===== config.mk =====
export PLATFORM = sky130hd
export DESIGN_NAME = r22_odd_stage
export DESIGN_NICKNAME = d
export VERILOG_FILES = /design/src/rtl/r22_pkg.sv /design/src/rtl/r22_ctl.sv /design/src/rtl/r22_dp.sv /design/src/rtl/r22_odd_stage.sv
export SDC_FILE = /design/constraint.sdc
export NUM_CORES = 1
export LEC_CHECK = 0
export BUFFER_PORTS_ARGS = -buffer_cell sky130_fd_sc_hd__buf_4
export CORE_MARGIN = 2
export CORE_UTILIZATION = 36
export DETAILED_ROUTE_END_ITERATION = 8
export PLACE_DENSITY = 0.64
export SLEW_MARGIN = 10
export SYNTH_ARGS = -nofsm -noshare
export SYNTH_HDL_FRONTEND = slang
export SYNTH_SLANG_ARGS = --single-unit
export TNS_END_PERCENT = 5

===== constraint.sdc =====
create_clock -name clk -period 6.9 [get_ports clk]
set_input_delay 2.07 -clock clk [delete_from_list [all_inputs] [get_ports clk]]
set_output_delay 2.07 -clock clk [all_outputs]
set_load 0.005 [all_outputs]

===== src/rtl/r22_pkg.sv =====
package r22_pkg;
  // Strobes handed from the control pipeline to the datapath
  typedef struct packed {
    logic bflyEn;  // load the butterfly register
    logic rotEn;   // load the rotator/output register
    logic rotSel;  // apply -j to the difference lane
  } stageCtl_t;
endpackage


===== src/rtl/r22_ctl.sv =====
module r22_ctl
  import r22_pkg::*;
#(
  parameter int IDX_W   = 3,
  parameter int ROT_BIT = IDX_W - 1
) (
  input  logic             clk,
  input  logic             rstN,
  input  logic             inValid,
  input  logic [IDX_W-1:0] inIdx,
  output stageCtl_t        ctl,
  output logic             outValid
);
  logic validQ1, validQ2, rotQ1;

  always_ff @(posedge clk) begin
    if (!rstN) begin
      validQ1 <= 1'b0;
      validQ2 <= 1'b0;
      rotQ1   <= 1'b0;
    end else begin
      validQ1 <= inValid;
      validQ2 <= validQ1;
      if (inValid) rotQ1 <= inIdx[ROT_BIT];
    end
  end

  always_comb begin
    ctl.bflyEn = inValid;
    ctl.rotEn  = validQ1;
    ctl.rotSel = rotQ1;
  end
  assign outValid = validQ2;


  valid_lat_chk: assert property (@(posedge clk) disable iff (!rstN)
    inValid |=> ##1 outValid);
endmodule


===== src/rtl/r22_dp.sv =====
module r22_dp
  import r22_pkg::*;
#(
  parameter int DATA_W = 32
) (
  input  logic                     clk,
  input  logic                     rstN,
  input  stageCtl_t                ctl,
  input  logic signed [DATA_W-1:0] aRe,
  input  logic signed [DATA_W-1:0] aIm,
  input  logic signed [DATA_W-1:0] bRe,
  input  logic signed [DATA_W-1:0] bIm,
  output logic signed [DATA_W-1:0] sumRe,
  output logic signed [DATA_W-1:0] sumIm,
  output logic signed [DATA_W-1:0] difRe,
  output logic signed [DATA_W-1:0] difIm
);
  localparam logic signed [DATA_W-1:0] MAXV = {1'b0, {(DATA_W-1){1'b1}}};
  localparam logic signed [DATA_W-1:0] MINV = {1'b1, {(DATA_W-1){1'b0}}};

  function automatic logic signed [DATA_W-1:0] satAddSub(
    input logic signed [DATA_W-1:0] x,
    input logic signed [DATA_W-1:0] y,
    input logic                     sub);
    logic signed [DATA_W:0] w;
    w = sub ? ({x[DATA_W-1], x} - {y[DATA_W-1], y})
            : ({x[DATA_W-1], x} + {y[DATA_W-1], y});
    if (w[DATA_W] != w[DATA_W-1]) return w[DATA_W] ? MINV : MAXV;
    return w[DATA_W-1:0];
  endfunction

  function automatic logic signed [DATA_W-1:0] satNeg(
    input logic signed [DATA_W-1:0] x);
    return (x == MINV) ? MAXV : -x;
  endfunction

  // index 0 = real, 1 = imaginary
  logic signed [DATA_W-1:0] inA [2];
  logic signed [DATA_W-1:0] inB [2];
  logic signed [DATA_W-1:0] s1Sum [2];
  logic signed [DATA_W-1:0] s1Dif [2];

  always_comb begin
    inA[0] = aRe; inA[1] = aIm;
    inB[0] = bRe; inB[1] = bIm;
  end

  // Butterfly register stage
  always_ff @(posedge clk) begin
    if (!rstN) begin
      for (int c = 0; c < 2; c++) begin
        s1Sum[c] <= '0;
        s1Dif[c] <= '0;
      end
    end else if (ctl.bflyEn) begin
      for (int c = 0; c < 2; c++) begin
        s1Sum[c] <= satAddSub(inA[c], inB[c], 1'b0);
        s1Dif[c] <= satAddSub(inA[c], inB[c], 1'b1);
      end
    end
  end

  // Trivial rotator register stage: -j*(re + j im) = im - j re
  always_ff @(posedge clk) begin
    if (!rstN) begin
      sumRe <= '0; sumIm <= '0; difRe <= '0; difIm <= '0;
    end else if (ctl.rotEn) begin
      sumRe <= s1Sum[0];
      sumIm <= s1Sum[1];
      if (ctl.rotSel) begin
        difRe <= s1Dif[1];
        difIm <= satNeg(s1Dif[0]);
      end else begin
        difRe <= s1Dif[0];
        difIm <= s1Dif[1];
      end
    end
  end


  no_overflow_chk: assert property (@(posedge clk) disable iff (!rstN)
    (ctl.bflyEn && !aRe[DATA_W-1] && !bRe[DATA_W-1]) |=> !s1Sum[0][DATA_W-1]);

  rot_swap_chk: assert property (@(posedge clk) disable iff (!rstN)
    (ctl.rotEn && ctl.rotSel) |=> (difRe == $past(s1Dif[1])));

  neg_sat_chk: assert property (@(posedge clk) disable iff (!rstN)
    (ctl.rotEn && ctl.rotSel && s1Dif[0] == MINV) |=> (difIm == MAXV));

  hold_chk: assert property (@(posedge clk) disable iff (!rstN)
    !ctl.rotEn |=> ($stable(sumRe) && $stable(sumIm) && $stable(difRe) && $stable(difIm)));
endmodule


===== src/rtl/r22_odd_stage.sv =====
module r22_odd_stage
  import r22_pkg::*;
#(
  parameter int DATA_W  = 32,
  parameter int IDX_W   = 3,
  parameter int ROT_BIT = IDX_W - 1
) (
  input  logic                     clk,
  input  logic                     rstN,
  input  logic                     inValid,
  input  logic [IDX_W-1:0]         inIdx,
  input  logic signed [DATA_W-1:0] aRe,
  input  logic signed [DATA_W-1:0] aIm,
  input  logic signed [DATA_W-1:0] bRe,
  input  logic signed [DATA_W-1:0] bIm,
  output logic                     outValid,
  output logic signed [DATA_W-1:0] sumRe,
  output logic signed [DATA_W-1:0] sumIm,
  output logic signed [DATA_W-1:0] difRe,
  output logic signed [DATA_W-1:0] difIm
);
  stageCtl_t ctl;

  r22_ctl #(.IDX_W(IDX_W), .ROT_BIT(ROT_BIT)) u_ctl (
    .clk(clk), .rstN(rstN), .inValid(inValid), .inIdx(inIdx),
    .ctl(ctl), .outValid(outValid));

  r22_dp #(.DATA_W(DATA_W)) u_dp (
    .clk(clk), .rstN(rstN), .ctl(ctl),
    .aRe(aRe), .aIm(aIm), .bRe(bRe), .bIm(bIm),
    .sumRe(sumRe), .sumIm(sumIm), .difRe(difRe), .difIm(difIm));
endmodule


==> impl_metrics.json <==
{
  "crit_chain": "buf_4 -> ha_1 -> inv_1 -> fa_1 -> or3_1 -> a31oi_1 -> a211oi_1 -> o21ai_0 -> nand2_1 -> nor2_1 -> nor4_1 -> mux2i_1 -> nand2b_1 -> buf_4 -> o21ai_0",
  "vias": 15000,
  "fin_crit_sh_pct": 79.2,
  "wl_um": 53100,
  "path_clk_slew_ps": 60,
  "rsz0062_at_grt": "no",
  "cts_tree": "built",
  "overflow": 0,
  "syn-num-nets": 2215,
  "worstPathArrival_ps": 5750,
  "wl_per_cell_um": 19.1,
  "utilization_pct": 43.7,
  "io_pins": 263,
  "start_util_pct": 36.5,
  "path_class": "input port to register",
  "hold_violations": 0,
  "postCtsSetupBuffers": 0,
  "finalMaxSlewViolations": 0,
  "max-slew-margin-rel_pct": 29.8,
  "cts_resized": 0,
  "critPathBufInv": 3,
  "end_kind": "register",
  "wl_met2_um": 23900,
  "switching_share_pct": 30.6,
  "netlist.area_leader.share_pct": 22.0,
  "finalCriticalPeriod_ps": 5460,
  "p_per_area_nw_per_um2": 225,
  "drtPass1Iterations": 5,
  "portBuffers": 260,
  "switchingPower_w": 0.00144,
  "gp_congestion": 0.921,
  "cap_violations": 0,
  "cp_slowest_cell": "fa_1",
  "drc_errors": 0,
  "critPathTopFamily": "simple AND/OR/NAND/NOR gates",
  "vdd_drop_max_mv": 0.167,
  "die_h_um": 224,
  "clk_latency_ps": 560,
  "nNetsFinal": 2402,
  "hold_buffers": 0,
  "postRouteAntennaNets": 0,
  "p_clk_share_pct": 34.8,
  "crit_path_max_incr_delay_ps": 410,
  "coreArea_um2": 47800,
  "antenna_found_initial": 2,
  "top_layer": "met5",
  "drt-initial-drc-count": 1138,
  "m1WireLength_um": 24000,
  "setup-tns-final_ps": 0,
  "yosysWarnings": 0,
  "seq_power_share_pct": 40.7,
  "cts.htree.levels": 1,
  "synthCells": 1948,
  "seq_area_frac_synth_pct": 37.0,
  "synth_edf_count": 128,
  "synthArstFlopShare_pct": 0,
  "cp.required_ps": 7190,
  "worst_pin_slew_ps": 1050,
  "grt_usage_pct": 20.4,
  "drive_above_1_share_pct": 16.6,
  "grt_pass1_vias": 14500,
  "post_drt_via_cell_ratio": 5.41,
  "startpoint_type": "input port",
  "p_leak_nw": 9.05,
  "cts_root_buf": "clkbuf_16",
  "synthTopCellsByArea": "edfxtp_1, dfxtp_1, ha_1",
  "cts.sinks": 259,
  "power_w": 0.00472,
  "fin_skew_ps": 14.3,
  "grt_first_pass_wirelength_um": 81600,
  "synth_cell_types": 73,
  "fp.dieArea_um2": 50300,
  "cp_max_fo": 23,
  "synth_top_area_cell": "edfxtp_1",
  "p_int_w": 0.00327,
  "setup_viol": 0,
  "wl_met3_um": 3190,
  "rows": 80,
  "grt_max_degree": 70,
  "dp_hpwl_um": 40600,
  "status": "completed",
  "p_comb_share_pct": 24.5,
  "avgSynthCellArea_um2": 8.97,
  "cts_buffer_depth": 3,
  "yosys_register_bits": 259,
  "syn_area_um2": 17500,
  "synth_flop_cell": "dfxtp_1",
  "area_delta_synth_final_pct": 19.6,
  "max_freq_mhz": 183,
  "cts_buffers": 30,
  "dieWidth_um": 224,
  "hp-class": "register to register"
}
Yosys cell counts, types with 28 or more instances:
master and instances:
nor3_1 33, a21oi_1 122, o221ai_1 30, clkbuf_1 94
o21ai_0 176, o211a_1 32, nand2_1 144, xnor2_1 115
nand2b_1 28, nor2b_1 77, inv_1 138, dfxtp_1 131
ha_1 129, edfxtp_1 128, mux2i_1 98, nor2_1 113
a21o_1 31
cells by family (layout without fill, tap and decap cells):
family          after synthesis  after routing  share of synthesized area (%)
mux                          99             99                           5.68
simple gates                500            500                           14.1
xor+xnor                    134            134                           6.71
fa+ha+maj                   133            133                           9.69
other cells                   0              1                              0
buf+inv                     262            473                           5.76
compound gates              561            561                           21.0
flops                       259            259                           37.0
metrics by stage:
step | setup WS (ps) | hold slack, ps | std cells | cell area (um^2)
final | 1440 | 438 | 2775 | 20900
after CTS | 1560 | 441 | 2774 | 20900
after global placement | 943 | 432 | 2718 | 19900
after detailed placement | 956 | 434 | 2718 | 19900
after floorplan | 1050 | 435 | 1948 | 17500
after global routing | 1150 | 462 | 2775 | 20900
sequential cells by signal, indices dropped and copies added (netlist names):
name	cells
u_dp.difIm	32
u_dp.s1Sum	64
u_dp.sumRe	32
u_ctl.rotQ1	1
u_dp.difRe	32
u_ctl.validQ1	1
u_dp.sumIm	32
u_ctl.outValid	1
u_dp.s1Dif	64
metal layers:
layer / vias to the layer above / GRT usage, %
li1: 7332 / -
met1: 7159 / 27.3
met2: 425 / 32.7
met3: 95 / 3.78
met4: 2 / 7.69
met5: - / 0
final timing paths:
path,start,endpoint,slack (ps),depth (start not counted)
setup / recovery,bRe[0],u_dp.s1Sum[0][2],1440,15
hold / removal,u_dp.difIm[20],u_dp.difIm[20],440,2
setup reg to reg,u_dp.s1Dif[0][0],u_dp.difIm[11],2930,11
hold reg to reg,u_dp.difIm[20],u_dp.difIm[20],440,2
tightest hold or removal path, cell delays in order, from the launching register on:
cell     delay (ps)
dfxtp_1         310
nand2_1          50
nand2_1          40
area by class of cell:
type	count	area, um^2
multi-input cells	1427	10000
repair buffers	276	2070
diodes	1	2.50
flip-flops and latches	259	6470
inverters	141	529
fillers	4707	26900
clock inverters	19	196
well taps	615	769
clock buffers	37	838
placed cells by master (no fill, tap or decap), types with 27 or more instances in the layout:
cell	instances
nor2_1	113
ha_1	129
buf_4	276
o211a_1	32
edfxtp_1	128
mux2i_1	98
inv_1	138
o21ai_0	176
nor2b_1	76
xnor2_1	115
nand2b_1	27
o221ai_1	29
a21o_1	31
nor3_1	33
clkbuf_16	31
a21oi_1	122
nand2_1	144
dfxtp_1	129
power by group through the flow:
stage	sequential (W)	combinational, W	clock, W
after floorplan	0.00190	0.000766	0
after global placement	0.00194	0.00114	0
after detailed placement	0.00195	0.00115	0
after CTS	0.00192	0.00116	0.00168
after global routing	0.00193	0.00128	0.00174
final	0.00192	0.00116	0.00164
No activity file was read; power rests on OpenSTA's default activity.
